## config.mk

```make
export PLATFORM = sky130hd
export DESIGN_NAME = pwm_bank
export DESIGN_NICKNAME = d
export VERILOG_FILES = /design/src/rtl/pwm_bank_pkg.sv /design/src/rtl/pwm_regs.sv /design/src/rtl/pwm_timebase.sv /design/src/rtl/pwm_channel.sv /design/src/rtl/pwm_bank.sv
export SDC_FILE = /design/constraint.sdc
export NUM_CORES = 1
export LEC_CHECK = 0
export CAP_MARGIN = 20
export CORE_AREA = 5 5 108 110
export CTS_CLUSTER_SIZE = 28
export DETAILED_ROUTE_END_ITERATION = 10
export DIE_AREA = 0 0 113 115
export PLACE_DENSITY_LB_ADDON = 0.2
export SKIP_CTS_REPAIR_TIMING = 1
export SLEW_MARGIN = 10
export SYNTH_ARGS = -nofsm -noshare
export SYNTH_HDL_FRONTEND = slang
export SYNTH_SLANG_ARGS = --single-unit
```

## constraint.sdc

```tcl
create_clock -name clk -period 3.67 [get_ports clk]
set_input_delay 1.101 -clock clk [delete_from_list [all_inputs] [get_ports clk]]
set_output_delay 1.101 -clock clk [all_outputs]
set_load 0.05 [all_outputs]
```

## src/rtl/pwm_bank_pkg.sv

```systemverilog
package pwm_bank_pkg;
  localparam int DATA_W   = 32;
  localparam int DUTY_W   = 8;
  localparam int PS_W     = 8;
  localparam int TICK_W   = 8;
  localparam int NIB_W    = PS_W / 2;
  localparam int PSLO_LSB = 0;
  localparam int PSHI_LSB = 11;
  localparam int RUN_BIT  = 9;
  localparam logic [7:0] OFS_CTRL  = 8'h50;
  localparam logic [7:0] OFS_INTEN = 8'h54;

  function automatic logic [DATA_W-1:0] pack_ctrl(logic [PS_W-1:0] ps, logic run);
    logic [DATA_W-1:0] w;
    w = '0;
    w[PSLO_LSB +: NIB_W] = ps[NIB_W-1:0];
    w[PSHI_LSB +: NIB_W] = ps[PS_W-1:NIB_W];
    w[RUN_BIT] = run;
    return w;
  endfunction
endpackage

```

## src/rtl/pwm_regs.sv

```systemverilog
module pwm_regs
  import pwm_bank_pkg::*;
#(
  parameter int NCH    = 4,
  parameter int ADDR_W = 8
) (
  input  logic                  clk,
  input  logic                  rst,
  input  logic                  wr_en,
  input  logic                  rd_en,
  input  logic [ADDR_W-1:0]     addr,
  input  logic [DATA_W-1:0]     wdata,
  output logic [DATA_W-1:0]     rdata,
  output logic [PS_W-1:0]       ps_reg,
  output logic                  run_reg,
  output logic [NCH*DUTY_W-1:0] duty_reg_flat
);
  localparam int IDX_W = ADDR_W - 2;

  logic [DUTY_W-1:0] duty_q [NCH];
  logic              irq_q;
  logic [IDX_W-1:0]  idx;
  logic              aligned, hit_duty, hit_ctrl, hit_inten;
  logic [DATA_W-1:0] rd_val;
  logic              unused_wbits;

  assign idx       = addr[ADDR_W-1:2];
  assign aligned   = (addr[1:0] == 2'b00);
  assign hit_duty  = aligned && (idx < IDX_W'(NCH));
  assign hit_ctrl  = (addr == ADDR_W'(OFS_CTRL));
  assign hit_inten = (addr == ADDR_W'(OFS_INTEN));
  assign unused_wbits = ^{wdata[DATA_W-1:PSHI_LSB+NIB_W], wdata[RUN_BIT+1],
                          wdata[RUN_BIT-1:NIB_W]};

  always_ff @(posedge clk) begin
    if (rst) begin
      ps_reg  <= '0;
      run_reg <= 1'b0;
      irq_q   <= 1'b0;
    end else if (wr_en) begin
      if (hit_ctrl) begin
        ps_reg  <= {wdata[PSHI_LSB +: NIB_W], wdata[PSLO_LSB +: NIB_W]};
        run_reg <= wdata[RUN_BIT];
      end
      if (hit_inten) irq_q <= wdata[0];
    end
  end

  for (genvar i = 0; i < NCH; i++) begin : g_duty
    always_ff @(posedge clk) begin
      if (rst)
        duty_q[i] <= '0;
      else if (wr_en && hit_duty && (idx == IDX_W'(i)))
        duty_q[i] <= wdata[DUTY_W-1:0];
    end
    assign duty_reg_flat[i*DUTY_W +: DUTY_W] = duty_q[i];
  end

  always_comb begin
    rd_val = '0;
    if (hit_ctrl) begin
      rd_val = pack_ctrl(ps_reg, run_reg);
    end else if (hit_inten) begin
      rd_val[0] = irq_q;
    end else begin
      for (int i = 0; i < NCH; i++)
        if (hit_duty && (idx == IDX_W'(i)))
          rd_val[DUTY_W-1:0] = duty_q[i];
    end
  end

  always_ff @(posedge clk) begin
    if (rst)        rdata <= '0;
    else if (rd_en) rdata <= rd_val;
  end
endmodule

```

## src/rtl/pwm_timebase.sv

```systemverilog
module pwm_timebase
  import pwm_bank_pkg::*;
(
  input  logic              clk,
  input  logic              rst,
  input  logic              run_reg,
  input  logic [PS_W-1:0]   ps_reg,
  output logic              run,
  output logic              tick,
  output logic              load,
  output logic [PS_W-1:0]   div_cnt,
  output logic [TICK_W-1:0] tick_cnt,
  output logic [PS_W-1:0]   ps_act
);
  localparam logic [TICK_W-1:0] TICK_MAX = '1;

  logic wrap;

  assign tick = run && (div_cnt == ps_act);
  assign wrap = tick && (tick_cnt == TICK_MAX);
  assign load = !run || wrap;

  always_ff @(posedge clk) begin
    if (rst) begin
      run      <= 1'b0;
      div_cnt  <= '0;
      tick_cnt <= '0;
      ps_act   <= '0;
    end else begin
      run <= run_reg;
      if (!run) begin
        div_cnt  <= '0;
        tick_cnt <= '0;
      end else if (tick) begin
        div_cnt  <= '0;
        tick_cnt <= tick_cnt + 1'b1;
      end else begin
        div_cnt  <= div_cnt + 1'b1;
      end
      if (load) ps_act <= ps_reg;
    end
  end
endmodule

```

## src/rtl/pwm_channel.sv

```systemverilog
module pwm_channel
  import pwm_bank_pkg::*;
(
  input  logic              clk,
  input  logic              rst,
  input  logic              run,
  input  logic              load,
  input  logic [TICK_W-1:0] tick_cnt,
  input  logic [DUTY_W-1:0] duty_reg,
  output logic [DUTY_W-1:0] duty_act,
  output logic              pwm_q
);
  always_ff @(posedge clk) begin
    if (rst) begin
      duty_act <= '0;
      pwm_q    <= 1'b0;
    end else begin
      if (load) duty_act <= duty_reg;
      pwm_q <= run && (tick_cnt <= duty_act);
    end
  end
endmodule

```

## src/rtl/pwm_bank.sv

```systemverilog
module pwm_bank
  import pwm_bank_pkg::*;
#(
  parameter int NCH    = 4,
  parameter int ADDR_W = 8
) (
  input  logic              clk,
  input  logic              rst,
  input  logic              wr_en,
  input  logic              rd_en,
  input  logic [ADDR_W-1:0] addr,
  input  logic [31:0]       wdata,
  output logic [31:0]       rdata,
  output logic [NCH-1:0]    pwm_out
);
  logic [PS_W-1:0]       ps_reg;
  logic                  run_reg;
  logic [NCH*DUTY_W-1:0] duty_reg_flat;
  logic [NCH*DUTY_W-1:0] duty_act_flat;
  logic                  run, tick, load;
  logic [PS_W-1:0]       div_cnt, ps_act;
  logic [TICK_W-1:0]     tick_cnt;

  pwm_regs #(.NCH(NCH), .ADDR_W(ADDR_W)) u_regs (
    .clk(clk), .rst(rst), .wr_en(wr_en), .rd_en(rd_en), .addr(addr),
    .wdata(wdata), .rdata(rdata), .ps_reg(ps_reg), .run_reg(run_reg),
    .duty_reg_flat(duty_reg_flat)
  );

  pwm_timebase u_tb (
    .clk(clk), .rst(rst), .run_reg(run_reg), .ps_reg(ps_reg), .run(run),
    .tick(tick), .load(load), .div_cnt(div_cnt), .tick_cnt(tick_cnt),
    .ps_act(ps_act)
  );

  for (genvar i = 0; i < NCH; i++) begin : g_ch
    pwm_channel u_ch (
      .clk(clk), .rst(rst), .run(run), .load(load), .tick_cnt(tick_cnt),
      .duty_reg(duty_reg_flat[i*DUTY_W +: DUTY_W]),
      .duty_act(duty_act_flat[i*DUTY_W +: DUTY_W]),
      .pwm_q(pwm_out[i])
    );
  end
endmodule

```

==> results_dict.tcl <==
set metrics [dict create \
    clkTransAtPathRegs_ps 60 \
    tns_ps 0 \
    syn_inst 553 \
    path_class "in -> reg" \
    use_met3_pct 4.95 \
    hold_viol 0 \
    synth_edf_count 32 \
    status "completed" \
    area_growth_pct 18.0 \
    place_congestion 0.783 \
    power_density_nw_per_um2 470 \
    dp.final_hpwl_um 9230 \
    diodes 0 \
    vdd_drop_max_v 0.000374 \
    maxCapViolCount 0 \
    worst_r2r_path_depth 6 \
    dieArea_um2 13000 \
    min_path_type "reg -> reg" \
    start_kind "input pin" \
    ant_nets 0 \
    timing.rr.end "g_ch[3].u_ch.duty_act[2]" \
    clockRootBuffer "clkbuf_8" \
    fin_nets 674 \
    whs_ps 469 \
    r2r_setup_slack_ps 1340 \
    rsz0062_at_grt "false" \
    gr-usage-met1_pct 26.1 \
    yosysMostFrequentCell "dfxtp_1" \
    cts_buffer_depth 2 \
    start_util_pct 53.2 \
    rows 38 \
    clock_sinks 116 \
    finalInstanceArea_um2 6650 \
    cp-end-kind "flip-flop" \
    die_h_um 115 \
    drc 0 \
    placedInstanceArea_um2 6100 \
    seqCellArea_um2 2640 \
    coreArea_um2 10600 \
    yosysTopAreaCell "dfxtp_1" \
    grt_util_met2_pct 31.8 \
    leakage_nw 2.88 \
    cts_tree "built" \
    cts_made_buffers 17 \
    drv_slew 0 \
    worstReg2RegStart "u_tb.tick_cnt[2]" \
    drt_iter0_markers 255 \
    grt_max_degree 61 \
    fp.dieW_um 113 \
    setup_violations 0 \
    via_per_inst 5.32 \
    grt_pass1_wl_um 20200 \
    synthTopCellsByArea "dfxtp_1 30%, edfxtp_1 17%, mux2i_1 9.1%, ha_1 7.5%, nor2_1 4.9%" \
    power_w 0.00313 \
    finalCritPeriodShare_pct 77.8 \
    clock.fmax_mhz 350 \
    multi_input_area_um2 2660 \
    syn_area_per_cell_um2 10.2 \
    yosysWarnings 0 \
    synth_ff_type "dfxtp_1" \
    drive_gt1_share_pct 8.87 \
    worstSkewPairLatency_ps 510 \
    pin_count 80 \
    syn-cell-area_um2 5640 \
    async_reset_ff_share_pct 0 \
    required_ps 4040 \
    holdPathStages 2 \
    gr-total-overflow 0 \
    tightest_slew_ps 799 \
    synth_top_area_share_pct 29.8 \
    port_buffers 41 \
    clock_skew_ps 7.24 \
    ys_ff_latch 116 \
    antenna_found_initial 0 \
    path_max_fanout 12 \
    cp.arrival_ps 3230 \
    hold_path_startpoint "u_regs.rdata[13]" \
    ys_seq_area_share_pct 46.9 \
    fin_crit_ps 2860 \
    htreeDepth 4 \
    wl_per_cell_um 16.4 \
    grt_pass1_vias 3953 \
    vias 3981 \
    grt_usage_pct 19.8 \
    reg_top3 "g_ch.u_ch.duty_act: 32 flops, u_regs.duty_q: 32 flops, u_regs.rdata: 13 flops" \
    firstDrtPassIters 5 \
    top_usage_layer "met2" \
    whs_endpoint "u_regs.rdata[13]" \
    ys_types 41 \
    num-fill-cells 883 \
    yosys-top-cells-count "84 x dfxtp_1, 74 x nor2_1, 51 x mux2i_1" \
    relSlewSlack_pct 46.5 \
    wirelength_um 12300 \
]
## cell type report
class                           count  area share [%]
Clock buffer                       18            6.28
Clock inverter                     14            2.09
Inverter                           36            2.03
Multi-Input combinational cell    374            40.0
Sequential cell                   116            39.7
Tap cell                          140            2.63
Timing Repair Buffer               51            7.22
## cells in the final DEF, fill, tap and decap left out, types with 3 or more instances in the layout
master / n
o21a_1: 3
nand3_1: 16
o21ai_0: 10
conb_1: 19
clkinv_2: 3
nor2b_1: 7
dfxtp_1: 84
xnor2_1: 17
or4_1: 3
a22oi_1: 3
nand2_1: 12
clkinv_4: 3
buf_4: 10
nor2_1: 74
inv_1: 36
and2_1: 33
nand4_1: 15
ha_1: 34
a21oi_1: 22
and3_1: 4
a211oi_1: 3
nor3_1: 8
clkdlybuf4s50_1: 40
mux4_2: 8
clkinvlp_4: 4
clkbuf_16: 16
nand2b_1: 11
mux2i_1: 51
edfxtp_1: 32
## worst max path at each step
stage                 start                  end  slack (ps)  cells past startpoint
finish              addr[1]  u_regs.duty_q[0][6]         810                      7
global route        addr[1]  u_regs.duty_q[0][6]         730                      7
CTS                 addr[1]  u_regs.duty_q[0][6]         840                      7
detailed placement  addr[1]  u_regs.duty_q[0][2]         390                      7
global placement    addr[1]  u_regs.duty_q[2][4]         430                      7
floorplan           addr[1]  u_regs.duty_q[2][0]         650                      5
## power breakdown
| part | total [W] | internal [W] | leakage, nW | switching [W] |
|---|---|---|---|---|
| sequential | 0.00138 | 0.00135 | 0.990 | 0.0000274 |
| clock | 0.00153 | 0.000957 | 0.262 | 0.000571 |
| combinational | 0.000216 | 0.0000813 | 1.63 | 0.000135 |
| total | 0.00313 | 0.00239 | 2.88 | 0.000734 |
## cell families (layout without fill, tap and decap cells)
| logic type | after synthesis | after routing | synth area share (%) |
|---|---|---|---|
| adders and majority gates | 34 | 34 | 7.55 |
| other | 1 | 19 | 0.0665 |
| DFF | 116 | 116 | 46.9 |
| AOI/OAI and AO/OA | 52 | 52 | 5.77 |
| xor gates and xnor gates | 19 | 19 | 2.95 |
| buffers and inverters | 81 | 119 | 7.28 |
| and+or+nand+nor | 191 | 191 | 17.3 |
| muxes | 59 | 59 | 12.3 |
## through the flow
step / cells / setup WS (ps) / util, %
detailed placement: 717 / 388 / 57.5
floorplan: 571 / 654 / -
global placement: 717 / 428 / 57.5
global route: 749 / 725 / 62.8
CTS: 749 / 841 / 62.8
finish: 749 / 815 / 62.8
## critical path, cell delays in order
cell,delay (ps)
clkdlybuf4s50_1,410
or4_1,570
nor3_1,180
buf_4,220
nand2_1,110
nor3_2,410
and2_1,210
## per-layer routing
metal | part of all wire (%) | vias up
met1 | 45 | 1879
met3 | 5.5 | 22
met5 | 0 | -
met4 | 2.2 | 0
met2 | 48 | 116
li1 | - | 1964
Power figures use the tool's default switching activity.
